File: config.mk
export PLATFORM = sky130hd
export DESIGN_NAME = dram_cell
export DESIGN_NICKNAME = d
export VERILOG_FILES = /design/src/rtl/dram_pkg.sv /design/src/rtl/dram_wr_decode.sv /design/src/rtl/dram_cell_array.sv /design/src/rtl/dram_rd_mux.sv /design/src/rtl/dram_cell.sv
export SDC_FILE = /design/constraint.sdc
export NUM_CORES = 1
export LEC_CHECK = 0
export BUFFER_PORTS_ARGS = -buffer_cell sky130_fd_sc_hd__clkbuf_2
export CAP_MARGIN = 40
export CORE_AREA = 2 2 92 94
export DETAILED_ROUTE_END_ITERATION = 10
export DIE_AREA = 0 0 94 96
export SLEW_MARGIN = 10
export SYNTH_ARGS = -nofsm -noshare
export SYNTH_HDL_FRONTEND = slang
export SYNTH_SLANG_ARGS = --single-unit
export TNS_END_PERCENT = 5
File: constraint.sdc
create_clock -name clk_i -period 1.3 [get_ports clk_i]
set_clock_uncertainty 0.05 [all_clocks]
set_input_delay 0 -clock clk_i [delete_from_list [all_inputs] [get_ports clk_i]]
set_output_delay 0 -clock clk_i [all_outputs]
set_load 0.05 [all_outputs]
File: src/rtl/dram_pkg.sv
package dram_pkg;
    typedef enum logic [1:0] {
        MODE_SP16   = 2'd0,
        MODE_SP16X2 = 2'd1,
        MODE_SP32   = 2'd2,
        MODE_DP16   = 2'd3
    } dram_mode_e;
endpackage

File: src/rtl/dram_wr_decode.sv
// Turns mode, addresses and data into one write strobe and one data bit per cell.
module dram_wr_decode
    import dram_pkg::*;
#(
    parameter int HALF_AW = 4,
    localparam int FULL_AW = HALF_AW + 1,
    localparam int DEPTH   = 1 << FULL_AW
) (
    input  dram_mode_e           mode,
    input  logic                 we,
    input  logic [FULL_AW-1:0]   a_addr,
    input  logic                 a_din,
    input  logic [HALF_AW-1:0]   b_addr,
    input  logic                 b_din,
    output logic [DEPTH-1:0]     wen,
    output logic [DEPTH-1:0]     wdat
);
    logic [FULL_AW-1:0] lo_idx;
    logic [FULL_AW-1:0] hi_idx;

    assign lo_idx = {1'b0, a_addr[HALF_AW-1:0]};
    assign hi_idx = {1'b1, b_addr};

    always_comb begin
        wen  = '0;
        wdat = '0;
        if (we) begin
            unique case (mode)
                MODE_SP16, MODE_DP16: begin
                    wen[lo_idx]  = 1'b1;
                    wdat[lo_idx] = a_din;
                end
                MODE_SP16X2: begin
                    wen[lo_idx]  = 1'b1;
                    wdat[lo_idx] = a_din;
                    wen[hi_idx]  = 1'b1;
                    wdat[hi_idx] = b_din;
                end
                MODE_SP32: begin
                    wen[a_addr]  = 1'b1;
                    wdat[a_addr] = a_din;
                end
            endcase
        end
    end
endmodule

File: src/rtl/dram_cell_array.sv
// One flop per cell, loaded at the edge from the sampled strobe and data.
module dram_cell_array #(
    parameter int HALF_AW = 4,
    localparam int DEPTH  = 1 << (HALF_AW + 1)
) (
    input  logic             clk_i,
    input  logic             rst_ni,
    input  logic [DEPTH-1:0] wen,
    input  logic [DEPTH-1:0] wdat,
    output logic [DEPTH-1:0] cells
);
    for (genvar i = 0; i < DEPTH; i++) begin : g_cell
        logic bit_q;
        always_ff @(posedge clk_i) begin
            if (!rst_ni) begin
                bit_q <= 1'b0;
            end else if (wen[i]) begin
                bit_q <= wdat[i];
            end
        end
        assign cells[i] = bit_q;
    end
endmodule

File: src/rtl/dram_rd_mux.sv
// Combinational read selection for both ports.
module dram_rd_mux
    import dram_pkg::*;
#(
    parameter int HALF_AW = 4,
    localparam int FULL_AW = HALF_AW + 1,
    localparam int DEPTH   = 1 << FULL_AW
) (
    input  dram_mode_e         mode,
    input  logic [DEPTH-1:0]   cells,
    input  logic [FULL_AW-1:0] a_addr,
    input  logic [HALF_AW-1:0] b_addr,
    output logic               a_dout,
    output logic               b_dout
);
    always_comb begin
        a_dout = cells[{1'b0, a_addr[HALF_AW-1:0]}];
        b_dout = 1'b0;
        unique case (mode)
            MODE_SP16:   ;
            MODE_SP16X2: b_dout = cells[{1'b1, b_addr}];
            MODE_SP32:   a_dout = cells[a_addr];
            MODE_DP16:   b_dout = cells[{1'b0, b_addr}];
        endcase
    end
endmodule

File: src/rtl/dram_cell.sv
module dram_cell
    import dram_pkg::*;
#(
    parameter int HALF_AW = 4,
    localparam int FULL_AW = HALF_AW + 1,
    localparam int DEPTH   = 1 << FULL_AW
) (
    input  logic               clk_i,
    input  logic               rst_ni,
    input  logic [1:0]         mode_i,
    input  logic               we_i,
    input  logic [FULL_AW-1:0] a_addr_i,
    input  logic               a_din_i,
    output logic               a_dout_o,
    input  logic [HALF_AW-1:0] b_addr_i,
    input  logic               b_din_i,
    output logic               b_dout_o
);
    dram_mode_e       mode;
    logic [DEPTH-1:0] wen;
    logic [DEPTH-1:0] wdat;
    logic [DEPTH-1:0] cells;

    assign mode = dram_mode_e'(mode_i);

    dram_wr_decode #(.HALF_AW(HALF_AW)) i_dec (
        .mode   (mode),
        .we     (we_i),
        .a_addr (a_addr_i),
        .a_din  (a_din_i),
        .b_addr (b_addr_i),
        .b_din  (b_din_i),
        .wen    (wen),
        .wdat   (wdat)
    );

    dram_cell_array #(.HALF_AW(HALF_AW)) i_arr (
        .clk_i  (clk_i),
        .rst_ni (rst_ni),
        .wen    (wen),
        .wdat   (wdat),
        .cells  (cells)
    );

    dram_rd_mux #(.HALF_AW(HALF_AW)) i_rd (
        .mode   (mode),
        .cells  (cells),
        .a_addr (a_addr_i),
        .b_addr (b_addr_i),
        .a_dout (a_dout_o),
        .b_dout (b_dout_o)
    );
endmodule

## After elaboration in Yosys (flattened, before gate mapping)

Index checks and enable logic that the tools add are counted.

- Logic and storage cells: 71
- Bits in registers: 32
- Bits of input ports: 16

- Reductions and logical operators: 5
- Order comparisons: 7
- Multiplexer cells: 21
- Bitwise gates (word level): 3
- Equal/unequal tests: 3

Operators with widths:

| kind | number |
|---|---|
| 32-bit one-hot mux with 3 select lines | 2 |
| 32-bit 2-to-1 mux | 2 |
| 32-bit by 16-bit bitwise AND with 32-bit output | 1 |
| 32-bit bitwise AND | 1 |
| 32-bit bitwise mux | 1 |
| 16-bit by 32-bit OR with 32-bit output | 1 |
| 1-bit binary-select mux with 4-bit select | 3 |
| 4-bit by 6-bit < comparator with 1-bit output (second input constant) | 2 |
| 5-bit by 6-bit < comparator with 1-bit output (second input constant) | 2 |
| 5-bit by 1-bit >= comparator with 1-bit output (second input constant) | 2 |
| 1-bit demux with 4-bit select | 2 |
| 1-bit 2-to-1 mux | 8 |
| 1-bit binary-select mux with 5-bit select | 1 |
| 1-bit demux with 5-bit select | 1 |
| 2-bit equality test (second input constant) | 2 |
| 4-bit by 1-bit >= comparator with 1-bit output (second input constant) | 1 |
| 1-bit logical AND | 3 |
| 2-bit by 1-bit equality test with 1-bit output (second input constant) | 1 |
| 2-bit logical NOT | 1 |
| 1-bit one-hot mux with 2 select lines | 1 |
| 2-bit OR reduction | 1 |

## Depth between registers and ports, before layout

- Word-level depth: 8
- Mapped depth: 8
- Depth with buffers taken out: 7

## Cells and area by module

Synthesis repeated with hierarchy kept, for this count alone.

- Cell total of the unflattened synthesis: 335
- Area, all modules: 3,089.2 sq um

By module, submodules not included:

| module | area each (sq um) | instances | cells an instance | seq. area each (sq um) |
|---|---|---|---|---|
| dram_cell_array | 1,453.9 | 1 | 131 | 640.6 |
| dram_wr_decode | 1,037.2 | 1 | 162 | 0.0 |
| dram_rd_mux | 598.1 | 1 | 42 | 0.0 |

## Worst setup path after synthesis

No wires, ideal clock.

- Path kind: flip-flop to output port
- Start: reg i_arr.g_cell[2].bit_q
- End: out a_dout_o
- Stages on the path, launching flop included: 6
- Path buffers: 0
- Slack: -0.439 ns
- Arrival time: 1.689 ns
- Cells stage by stage: dfxtp_1 > mux2i_1 > or4_1 > nand4_1 > a221oi_1 > a21oi_1

- Longest elaborated chain between the ends: 3
- Elaborated cells on any way between the ends: 5
- Those cells by class: mux (5)

Ends and longest elaborated chain:

| what | RTL line | RTL |
|---|---|---|
| start: declaration | dram_cell_array.sv:13 | `logic bit_q;` |
| start signal: assignment | dram_cell_array.sv:18 | `bit_q <= wdat[i];` |
| 1-bit binary-select mux with 5-bit select / 1-bit binary-select mux with 4-bit select (equally long branches) | dram_rd_mux.sv:22, dram_rd_mux.sv:17 |  |
| 1-bit 2-to-1 mux, on equally long branches | dram_rd_mux.sv:22, dram_rd_mux.sv:17 |  |
| 1-bit 2-to-1 mux (*) | dram_rd_mux.sv:19 | `unique case (mode)` |
| end: declaration | dram_cell.sv:14 | `output logic a_dout_o,` |

Every way passes the cells marked *; elsewhere a longest branch is shown, timed or not. The select of a mux whose other input is x is not followed.

## Worst setup path in the final report

- Start: reg i_arr.g_cell[0].bit_q
- End: out b_dout_o

- Longest elaborated chain between the ends: 3

Ends and longest elaborated chain:

| what | RTL line | RTL |
|---|---|---|
| start: declaration | dram_cell_array.sv:13 |  |
| start signal: assignment | dram_cell_array.sv:18 |  |
| 1-bit binary-select mux with 4-bit select | dram_rd_mux.sv:23 | `MODE_DP16: b_dout = cells[{1'b0, b_addr}];` |
| 1-bit 2-to-1 mux (implied by the code) | dram_rd_mux.sv:23 |  |
| 1-bit one-hot mux with 2 select lines | dram_rd_mux.sv:19 |  |
| end: declaration | dram_cell.sv:17 | `output logic b_dout_o` |

No other way between the ends. The select of a mux whose other input is x is not followed.

==> flow_summary.yaml <==
detailed_routing:
  routed_wirelength_um: 7670
  viasPerCell: 5.62
  first_iter_violations: 315
  first_pass_iters: 5
  drtAntennaViolNets: 0
  route.detailed.wl_per_inst_um: 16.1
  vias: 2671
  drc: 0
clocking:
  cts_inserted_buffers: 5
  cts_tree: "done"
  numClockSinks: 32
  clock_latency_ns: 0.28
  clock_path_buffers: 2
  cts.hold.buffers_added: 0
  post_cts_buffers: 0
  h-tree-depth: 2
  root_buffer: "clkbuf_8"
  clk_pin_slew_ns: 0.07
critical_path:
  endpoint_kind: "primary output"
  crit_family: "simple AND/OR/NAND/NOR gates"
  worstPathRequired_ns: 1.25
  critPathSlowestCell: "dfxtp_2"
  cpPeakStageDelay_ns: 0.34
  criticalPathCategory: "flip-flop to primary output"
  critPathMaxFanout: 3
  crit_buf_inv: 2
  start_kind: "flip-flop"
  cp_cell_sequence: "nor2b_2 -> a2111oi_1 -> buf_4 -> a221oi_1 -> nand4b_1 -> nand3_4 -> clkbuf_8"
  arrival_ns: 1.74
synth:
  yosysWarningCount: 0
  ys_seq_elements: 32
  synth_edf_count: 0
  syn_inst: 297
  async_flop_share: 0
  ys_types: 38
  syn_area_um2: 2370
  ys_seq_area_frac: 0.270
  syn_area_per_cell_um2: 8.00
  synthesis.nets: 316
  ys.flop_type: "dfxtp_1"
status:
  outcome: "complete, but fails checks"
  violations: "negative setup slack"
global_route:
  antenna_found_initial: 0
  grt_usage: 0.176
  grt_max_degree: 33
  grt_pass1_vias: 2331
  grt_first_pass_wirelength_um: 12300
  overflow: 0
power:
  p_leak_nw: 1.19
  power_density_nw_per_um2: 725
  power_frac_seq: 0.418
  ir_drop_uv: 283
  total_power_w: 0.00238
  swShare: 0.287
  internal-power_w: 0.00170
  clkPwrFrac: 0.354
  p_sw_w: 0.000683
  combPwrFrac: 0.228
timing:
  whs_ns: 0.135
  slew_viol_final: 0
  finalSetupViolations: 2
  period_minus_slack_ns: 1.79
  tns_ns: -0.981
  finalCritPeriodShare: 1.38
  hold_viol: 0
  fin_ws_ns: -0.493
  relSlewSlack: 0.722
  rsz0062_at_grt: "yes"
  timing.fmax_mhz: 558
  tightest_slew_ns: 0.417
finish:
  largest_register_ffs: 32
  largest-register: "i_arr.g_cell.bit_q"
  fillCellCount: 814
  syn2layout_area_growth_pct: 38.4
  layout-drive-gt1-share: 0.341
  multi_input_area_um2: 1730
  nNetsFinal: 389
  top_regs: "i_arr.g_cell.bit_q (32)"
  diodes: 0
  finalCoreUtilization: 0.408
  seq_area_um2: 644
placement:
  gp_congestion: 0.916
  dp.final_hpwl_um: 5950
  portBuffers: 17
floorplan:
  rows: 33
  io_pins: 18
  die-area_um2: 9020
  coreArea_um2: 8050
  fp.dieH_um: 96
  start_util: 0.295
  die_w_um: 94
hold_path:
  min_path_type: "input pin to flip-flop"
run:
  max-cap-violations: 0
==> worst paths after layout <==
check	to	slack, ns	cells after the start	startpoint
max	b_dout_o	-0.49	7	i_arr.g_cell[0].bit_q$_SDFFE_PN0P_
min	i_arr.g_cell[8].bit_q$_SDFFE_PN0P_	0.14	4	a_din_i
max reg2reg	i_arr.g_cell[18].bit_q$_SDFFE_PN0P_	0.36	3	i_arr.g_cell[18].bit_q$_SDFFE_PN0P_
min reg2reg	i_arr.g_cell[4].bit_q$_SDFFE_PN0P_	0.46	2	i_arr.g_cell[4].bit_q$_SDFFE_PN0P_
==> metal layers <==
layer / vias to the layer above / wire length [um] / GRT usage
met3: 18 / 570 / 0.0345
li1: 1274 / - / -
met5: - / 0 / 0
met4: 0 / 191 / 0.0664
met1: 1252 / 3380 / 0.240
met2: 127 / 3520 / 0.278
==> cell usage in the layout (no fill, tap or decap), drive strengths merged, types with 2 or more instances in the layout <==
| cell | n |
|---|---|
| buf | 75 |
| nor2 | 32 |
| dfxtp | 32 |
| a21oi | 29 |
| nand2 | 24 |
| mux2i | 22 |
| clkbuf | 22 |
| o22ai | 20 |
| o22a | 12 |
| a311oi | 12 |
| nor2b | 10 |
| o21ai | 8 |
| nand3 | 8 |
| or2 | 7 |
| mux4 | 6 |
| nand3b | 6 |
| nand2b | 5 |
| a221oi | 5 |
| nor3 | 4 |
| o21bai | 4 |
| a2111oi | 4 |
| inv | 3 |
| nand4 | 3 |
| nand4b | 3 |
| or3b | 3 |
| ha | 3 |
| mux2 | 2 |
==> tightest hold or removal path: stages <==
cell and delay (ns):
clkbuf_2 0.11, buf_4 0.20, nand2_1 0.07, a21oi_1 0.05
==> Yosys cell counts (7+ instances only) <==
| cell type | instances | share of area |
|---|---|---|
| o22a_1 | 12 | 0.044 |
| nor2_1 | 32 | 0.051 |
| o22ai_1 | 20 | 0.053 |
| o21ai_0 | 7 | 0.015 |
| nor2b_1 | 10 | 0.026 |
| nand3_1 | 8 | 0.017 |
| a311oi_1 | 12 | 0.044 |
| nand2_1 | 24 | 0.038 |
| dfxtp_1 | 32 | 0.27 |
| mux2i_1 | 22 | 0.093 |
| clkbuf_1 | 16 | 0.025 |
| a21oi_1 | 29 | 0.061 |
==> kinds of logic (layout without fill, tap and decap cells) <==
| group | after synthesis | after routing | synth area share |
|---|---|---|---|
| buffers and inverters | 27 | 100 | 0.0474 |
| and+or+nand+nor | 108 | 108 | 0.233 |
| muxes | 30 | 30 | 0.159 |
| DFF | 32 | 32 | 0.270 |
| adders and majority gates | 3 | 3 | 0.0158 |
| AOI/OAI and AO/OA | 97 | 97 | 0.275 |
==> timing repair <==
item	CTS	global route
gates resized for setup	14	8
setup endpoints to repair	3	13
pin swaps	2	2
==> cell type report <==
cell class | count | area share
multi-input combinational | 238 | 0.525
tap | 105 | 0.0400
inverter | 3 | 0.00343
timing repair buffer | 90 | 0.206
sequential | 32 | 0.196
clock buffer | 7 | 0.0293
==> power groups by stage <==
stage	registers (W)	clock network, W	logic [W]
floorplan	0.00101	0	0.000293
global placement	0.00102	0	0.000512
detailed placement	0.00102	0	0.000516
CTS	0.000995	0.000860	0.000531
global route	0.000995	0.000915	0.000583
finish	0.000995	0.000843	0.000544
==> through the flow <==
stage	area, um2	std cells	setup slack, ns
3_5_place_dp	3110	468	-0.310
3_3_place_gp	3110	468	-0.315
5_1_grt	3290	475	-0.552
4_1_cts	3260	475	-0.494
6_report	3290	475	-0.493
2_1_floorplan	2430	297	-0.0373
Power figures use the tool's default switching activity.
